`src/rtl/spi_sr_pkg.sv`:
```
package spi_sr_pkg;

    localparam logic [7:0] OP_RDSR = 8'h05;
    localparam logic [7:0] OP_WRSR = 8'h01;
    localparam logic [7:0] OP_WREN = 8'h06;
    localparam logic [7:0] OP_WRDI = 8'h04;

    // Bits of the status byte that a status write may change
    localparam logic [7:0] NV_MASK = 8'h8C;

    localparam int CNT_W = 5;

    typedef struct packed {
        logic             sck;
        logic             cs_n;
        logic [CNT_W-1:0] cnt;
        logic [2:0]       bitpos;
        logic [7:0]       op;
        logic [7:0]       dat;
        logic [7:0]       sr;
        logic             oe;
    } link_st_t;

endpackage

```
`src/rtl/spi_sr_link.sv`:
```
module spi_sr_link
    import spi_sr_pkg::*;
(
    input  logic             clk,
    input  logic             rst_n,
    input  logic             sck,
    input  logic             cs_n,
    input  logic             si,
    input  logic [7:0]       status,
    output logic             cs_end,
    output logic [CNT_W-1:0] cnt,
    output logic [7:0]       op,
    output logic [7:0]       dat,
    output logic             so,
    output logic             so_en
);

    localparam logic [CNT_W-1:0] CNT_MAX = '1;
    localparam logic [CNT_W-1:0] OP_BITS = CNT_W'(8);

    link_st_t q, d;
    logic rise, fall, rd_mode;

    always_comb begin
        d       = q;
        d.sck   = sck;
        d.cs_n  = cs_n;
        rise    = sck & ~q.sck & ~cs_n;
        fall    = ~sck & q.sck & ~cs_n;
        rd_mode = (q.op == OP_RDSR) && (q.cnt >= OP_BITS);
        if (cs_n) begin
            d.cnt    = '0;
            d.bitpos = '0;
            d.op     = '0;
            d.oe     = 1'b0;
        end else begin
            if (rise) begin
                if (q.cnt < OP_BITS) d.op  = {q.op[6:0], si};
                else                 d.dat = {q.dat[6:0], si};
                if (q.cnt != CNT_MAX) d.cnt = q.cnt + 1'b1;
                d.bitpos = q.bitpos + 1'b1;
            end
            if (fall && rd_mode) begin
                d.oe = 1'b1;
                if (q.bitpos == 3'd0) d.sr = status;
                else                  d.sr = {q.sr[6:0], 1'b0};
            end
        end
    end

    always_ff @(posedge clk or negedge rst_n) begin
        if (!rst_n) begin
            q      <= '0;
            q.cs_n <= 1'b1;
        end else begin
            q <= d;
        end
    end

    assign cs_end = cs_n & ~q.cs_n;
    assign cnt    = q.cnt;
    assign op     = q.op;
    assign dat    = q.dat;
    assign so     = q.sr[7];
    assign so_en  = q.oe;

    // SO stays released while chip select is held high
    a_r2_hiz_when_idle: assert property (@(posedge clk) disable iff (!rst_n)
        (cs_n && $past(cs_n)) |-> !so_en);

    // no output drive during the opcode phase
    a_r2_quiet_opcode: assert property (@(posedge clk) disable iff (!rst_n)
        (q.cnt < OP_BITS) |-> !q.oe);

endmodule

```
`src/rtl/spi_sr_busy.sv`:
```
module spi_sr_busy #(
    parameter int BUSY_CYCLES = 400
) (
    input  logic clk,
    input  logic rst_n,
    input  logic start,
    output logic busy,
    output logic done
);

    localparam int CW = $clog2(BUSY_CYCLES + 1);

    logic [CW-1:0] cnt_d, cnt_q;

    always_comb begin
        cnt_d = cnt_q;
        if (start)              cnt_d = CW'(BUSY_CYCLES);
        else if (cnt_q != '0)   cnt_d = cnt_q - 1'b1;
    end

    always_ff @(posedge clk or negedge rst_n) begin
        if (!rst_n) cnt_q <= '0;
        else        cnt_q <= cnt_d;
    end

    assign busy = (cnt_q != '0);
    assign done = (cnt_q == CW'(1));

    // a write cycle is never restarted while one is running
    a_r8_no_restart: assert property (@(posedge clk) disable iff (!rst_n)
        start |-> !busy);

    // an accepted write shows as busy on the next cycle
    a_r8_busy_follows: assert property (@(posedge clk) disable iff (!rst_n)
        start |=> busy);

endmodule

```
`src/rtl/spi_sr_protect.sv`:
```
module spi_sr_protect #(
    parameter int ADDR_W = 11
) (
    input  logic [1:0]        bp,
    input  logic              wel,
    input  logic              wip,
    input  logic [ADDR_W-1:0] chk_addr,
    output logic              prot_en,
    output logic [ADDR_W-1:0] prot_base,
    output logic              chk_ok
);

    localparam int LOW_W = ADDR_W - 2;
    localparam logic [ADDR_W-1:0] BASE_QTR  = {2'b11, {LOW_W{1'b0}}};
    localparam logic [ADDR_W-1:0] BASE_HALF = {2'b10, {LOW_W{1'b0}}};

    always_comb begin
        prot_en = (bp != 2'b00);
        unique case (bp)
            2'b01:   prot_base = BASE_QTR;
            2'b10:   prot_base = BASE_HALF;
            default: prot_base = '0;
        endcase
        chk_ok = wel && !wip && !(prot_en && (chk_addr >= prot_base));
    end

endmodule

```
`src/rtl/spi_status_frontend.sv`:
```
module spi_status_frontend
    import spi_sr_pkg::*;
#(
    parameter int ADDR_W      = 11,
    parameter int BUSY_CYCLES = 400
) (
    input  logic              clk,
    input  logic              rst_n,
    input  logic              nv_rst_n,
    input  logic              sck,
    input  logic              cs_n,
    input  logic              si,
    input  logic              wp_n,
    input  logic [ADDR_W-1:0] chk_addr,
    output logic              so,
    output logic              so_en,
    output logic              prot_en,
    output logic [ADDR_W-1:0] prot_base,
    output logic              chk_ok
);

    localparam logic [CNT_W-1:0] LEN_SHORT = CNT_W'(8);
    localparam logic [CNT_W-1:0] LEN_LONG  = CNT_W'(16);

    logic [7:0]       nv_d, nv_q;
    logic             wel_d, wel_q;
    logic             cs_end, busy, done, locked, start;
    logic             hit_set, hit_clr;
    logic [CNT_W-1:0] cnt;
    logic [7:0]       op, dat, status;

    assign status = nv_q | {6'b0, wel_q, busy};

    spi_sr_link u_link (
        .clk    (clk),
        .rst_n  (rst_n),
        .sck    (sck),
        .cs_n   (cs_n),
        .si     (si),
        .status (status),
        .cs_end (cs_end),
        .cnt    (cnt),
        .op     (op),
        .dat    (dat),
        .so     (so),
        .so_en  (so_en)
    );

    spi_sr_busy #(.BUSY_CYCLES(BUSY_CYCLES)) u_busy (
        .clk   (clk),
        .rst_n (rst_n),
        .start (start),
        .busy  (busy),
        .done  (done)
    );

    spi_sr_protect #(.ADDR_W(ADDR_W)) u_prot (
        .bp        (nv_q[3:2]),
        .wel       (wel_q),
        .wip       (busy),
        .chk_addr  (chk_addr),
        .prot_en   (prot_en),
        .prot_base (prot_base),
        .chk_ok    (chk_ok)
    );

    always_comb begin
        nv_d    = nv_q;
        wel_d   = wel_q;
        locked  = nv_q[7] & ~wp_n;
        hit_set = cs_end && !busy && (cnt == LEN_SHORT) && (op == OP_WREN);
        hit_clr = cs_end && !busy && (cnt == LEN_SHORT) && (op == OP_WRDI);
        start   = cs_end && !busy && (cnt == LEN_LONG) && (op == OP_WRSR)
                  && wel_q && !locked;
        if (done)    wel_d = 1'b0;
        if (hit_set) wel_d = 1'b1;
        if (hit_clr) wel_d = 1'b0;
        if (start)   nv_d  = dat & NV_MASK;
    end

    always_ff @(posedge clk or negedge nv_rst_n) begin
        if (!nv_rst_n) nv_q <= '0;
        else           nv_q <= nv_d;
    end

    always_ff @(posedge clk or negedge rst_n) begin
        if (!rst_n) wel_q <= 1'b0;
        else        wel_q <= wel_d;
    end

    // the latch is clear once a write cycle ends
    a_r8_wel_drops_at_end: assert property (@(posedge clk) disable iff (!rst_n)
        $fell(busy) |-> !wel_q);

    // the latch cannot be set during a write cycle
    a_r8_no_set_while_busy: assert property (@(posedge clk) disable iff (!rst_n)
        $rose(wel_q) |-> $past(!busy));

    // protect bits are frozen during the busy period
    a_r8_nv_frozen: assert property (@(posedge clk) disable iff (!rst_n || !nv_rst_n)
        (busy && $past(busy)) |-> $stable(nv_q));

    // a status write is only launched with the latch set
    a_r6_needs_wel: assert property (@(posedge clk) disable iff (!rst_n)
        start |-> wel_q);

    // a hardware lock keeps the protect bits unchanged
    a_r7_lock_holds: assert property (@(posedge clk) disable iff (!rst_n || !nv_rst_n)
        (nv_q[7] && !wp_n) |=> $stable(nv_q));

    // full protection forbids every array write
    a_r12_full_block: assert property (@(posedge clk) disable iff (!rst_n)
        (nv_q[3:2] == 2'b11) |-> !chk_ok);

endmodule

```
`config.mk`:
```
export PLATFORM = sky130hd
export DESIGN_NAME = spi_status_frontend
export DESIGN_NICKNAME = d
export VERILOG_FILES = /design/src/rtl/spi_sr_pkg.sv /design/src/rtl/spi_sr_link.sv /design/src/rtl/spi_sr_busy.sv /design/src/rtl/spi_sr_protect.sv /design/src/rtl/spi_status_frontend.sv
export SDC_FILE = /design/constraint.sdc
export NUM_CORES = 1
export LEC_CHECK = 0
export ABC_CLOCK_PERIOD_IN_PS = 1900
export BUFFER_PORTS_ARGS = -buffer_cell sky130_fd_sc_hd__buf_4
export CAP_MARGIN = 20
export CORE_MARGIN = 2
export CORE_UTILIZATION = 29
export DETAILED_ROUTE_END_ITERATION = 8
export PLACE_DENSITY_LB_ADDON = 0.2
export SETUP_SLACK_MARGIN = 0.4
export SYNTH_ARGS = -nofsm -noshare
export SYNTH_HDL_FRONTEND = slang
export SYNTH_SLANG_ARGS = --single-unit
```
`constraint.sdc`:
```
create_clock -name clk -period 1.9 [get_ports clk]
set_clock_uncertainty 0.05 [all_clocks]
set_input_delay 0 -clock clk [delete_from_list [all_inputs] [get_ports clk]]
set_output_delay 0 -clock clk [all_outputs]
set_load 0.01 [all_outputs]
```
==> summary.txt <==
Setup path
  • Data required time at the worst endpoint: 1.85 ns
  • End point of the critical path: chk_ok
  • Data arrival at the endpoint of the critical path: about 2.2 ns
  • Classification of the worst setup path: flop to primary output
  • Peak fanout along the critical path: 2
  • Reg-to-reg slack, setup: -0.05 ns
  • Reg2Reg Capture Point: u_link.q[1]
  • Nature of the critical path startpoint: flop
  • Startpoint of the most critical register-to-register path: u_link.op[1]
  • Reg2reg path depth: 3
  • Beginning of the critical path: nv_q[2]
  • Nature of the critical path endpoint: primary output

STA
  • Hold Vio Cnt, Final: 0
  • Maximum achievable frequency: around 0.44 GHz
  • RSZ-0062 raised after global routing: yes
  • Relative slew slack: 0.520
  • Final Worst Setup Slack: -0.381 ns
  • Max-slew violation total from the final report: 0
  • Tmin final: approximately 2.3 ns
  • Share of the cycle needed by the critical path after routing: 1.20
  • Worst-margin pin slew: slightly above 0.7 ns
  • Setup-violating endpoint count in the final report: 2

Synthesis
  • Post-synthesis instance area: approximately 0.0024 mm^2
  • Cell count after synthesis: between 200 and 250
  • Most instantiated flip-flop cell in the synthesis netlist: sky130_fd_sc_hd__dfrtp_1
  • Share of the yosys chip area belonging to registers: 0.493
  • Cell variety after synth: 46
  • Ys Warns: 0
  • FFs w/ async S/R, synth: 1.00
  • Number of synthesized flops with an enable pin: 0
  • Count of state elements after synthesis: 48
  • Mean instance size in the synthesized netlist: 10.3 um^2

Layout
  • Filler cells: 790
  • Area growth from synthesis to layout: 47.2%
  • Reg area: approximately 0.0012 mm^2
  • Multi-input gate area: 0.00151 mm^2
  • Highest-count cells in the layout ignoring fill and taps: sky130_fd_sc_hd__buf_4, sky130_fd_sc_hd__dfrtp_1, sky130_fd_sc_hd__nand2_1
  • Leading cell type in the layout, fill and taps excluded: sky130_fd_sc_hd__buf_4
  • Antenna fix cells: 0
  • Share of post-route cells with drive strength above 1: 0.507
  • Final #Nets: between 300 and 400

Placement
  • IO buf count: 23
  • Final weighted congestion in routability-driven placement: ~0.69
  • Worst setup timing slack at the placement stage: -0.239 ns
  • Total half-perimeter wirelength after legalization and detailed placement: around 3500 um

Floorplanning
  • Die Y-Extent: 95.7 um
  • Core region area: 0.00818 mm^2
  • Die width: between 90 and 100 um
  • Top-level port count: 33
  • # rows: 33
  • Starting Density: 0.298
  • Die area: 0.00916 mm^2

Clocking
  • Maximum clock path buffer count: 2
  • CTS clock-pin slew for the worst setup and hold paths: around 0.09 ns
  • CTS tree: done
  • Clock tree sinks: 48
  • Buffer cell driving the clock tree root: sky130_fd_sc_hd__clkbuf_8
  • CTS H-tree depth: 2
  • Latest clock arrival within the worst-skew pair: 0.29 ns
  • CTS buffer count: 5

Route
  • Vias: 1907
  • Antenna violation net count after detailed routing: 0
  • First drt pass iteration count: 4
  • Routed WL per cell: about 13 um
  • Aggregate routed wire length: 5460 um
  • Post-route DRC: 0
  • Violation count after the first detailed-routing iteration: 60
  • Via density per instance: 4.66

Global routing
  • Largest net degree at the start of global routing: 46
  • Number of antenna violations at the first check in global routing: 0
  • First-pass GRT wire length: 9410 um
  • Residual overflow from global routing: 0
  • Gr usage total: 0.130
  • Via count of the first global-routing pass: ~2000

Power
  • Max rail drop VDD: 0.322 mV
  • Static Leak: 1.57 nW
  • Overall power consumption: 2.00 mW
  • Power density over cell area: 559 mW/mm^2

Status
  • Run status: complete, but fails checks
  • Failing checks: setup timing

Run
  • MaxCap Viol Count: 0

Min path
  • Class of the worst hold path: primary input to flop
[worst max-delay path, cell delays in order (launching register included)]
cell	delay (ns)
sky130_fd_sc_hd__dfrtp_1	0.42
sky130_fd_sc_hd__ha_4	0.18
sky130_fd_sc_hd__ha_4	0.24
sky130_fd_sc_hd__or4b_4	0.45
sky130_fd_sc_hd__o41ai_2	0.21
sky130_fd_sc_hd__a21oi_1	0.10
sky130_fd_sc_hd__o211a_1	0.22
sky130_fd_sc_hd__buf_6	0.12
[cells in the mapped netlist, drive strengths merged (2+ instances only)]
library cell   n  area share
inv           14       0.022
nor3           4      0.0082
a21o           3      0.0092
nor2          14       0.022
nand2         35       0.054
nor4           2       0.011
o31ai          2      0.0082
xnor2          2      0.0072
a21boi         2      0.0062
dfrtp         47        0.48
or4            4       0.014
nor4b          2      0.0072
nand2b         5       0.013
mux2i          3       0.012
a21oi         16       0.033
buf           15       0.047
xor2           5       0.018
clkbuf         2      0.0031
o21ai         11       0.024
or3            5       0.013
ha            12       0.062
mux2          12       0.055
nand3          2      0.0041
nand4          2      0.0051
nand4bb        2      0.0092
[where the power goes]
part / internal, mW / switching (mW) / total [mW]
clock: 0.464 / 0.330 / 0.795
combinational: 0.0786 / 0.0941 / 0.173
sequential: 1.03 / 0.00686 / 1.04
[logic make-up (layout without fill, tap and decap cells)]
group | Yosys count | in the layout | synth area share
AO/OA/AOI/OAI | 40 | 40 | 0.103
XOR/XNOR | 7 | 7 | 0.0251
adder cells (fa/ha/maj) | 12 | 12 | 0.0616
buffers and inverters | 31 | 89 | 0.0713
flip-flops | 48 | 48 | 0.493
multiplexers | 15 | 15 | 0.0677
other | 1 | 9 | 0.00154
AND/OR/NAND/NOR | 82 | 84 | 0.177
[final cells by class]
type	count	area share
timing repair buffer	67	0.158
multi-input combinational	167	0.419
clock inverter	1	0.00837
tap	105	0.0366
sequential	48	0.336
clock buffer	7	0.0268
inverter	14	0.0146
[flip-flops by register name, indices dropped and copies added (netlist names)]
register / count
u_link.dat: 8
nv_q: 3
u_link.so_en: 1
wel_q: 1
u_busy.cnt_q: 9
u_link.cnt: 5
u_link.so: 1
u_link.q: 12
u_link.op: 8
[routing by layer]
| metal | vias to the layer above | track usage | wire [um] |
|---|---|---|---|
| met2 | 38 | 0.232 | 2770 |
| li1 | 929 | - | - |
| met4 | 0 | 0.0250 | 0 |
| met3 | 0 | 0.0235 | 207 |
| met1 | 940 | 0.167 | 2480 |
| met5 | - | 0 | 0 |
[stage by stage]
stage               utilization  TNS, ns  area, um^2  hold WS, ns  instances
floorplan                     -   -0.178        2590       -0.346        244
global placement          0.355   -0.218        2900       -0.255        373
detailed placement        0.355   -0.247        2900       -0.256        373
CTS                       0.415   -0.442        3400       0.0292        401
global route              0.439   -0.717        3590        0.114        409
finish                    0.439   -0.430        3590        0.110        409
[how the worst min path moves through the flow]
stage	startpoint	to	cells past startpoint
global placement	nv_rst_n	nv_q[7]	1
finish	sck	u_link.q[26]	4
CTS	sck	u_link.q[26]	4
detailed placement	nv_rst_n	nv_q[7]	1
global route	sck	u_link.q[26]	4
floorplan	nv_rst_n	nv_q[2]	0
[repair_timing]
action                                  CTS  global route
gates cloned                              2             0
buffers inserted                         11             8
resized for setup                        42            32
hold buffers                              7             0
pin swaps                                26            26
endpoints found under the setup margin   44            39
endpoints found under the hold margin    54             0
No activity file was read; power rests on OpenSTA's default activity.
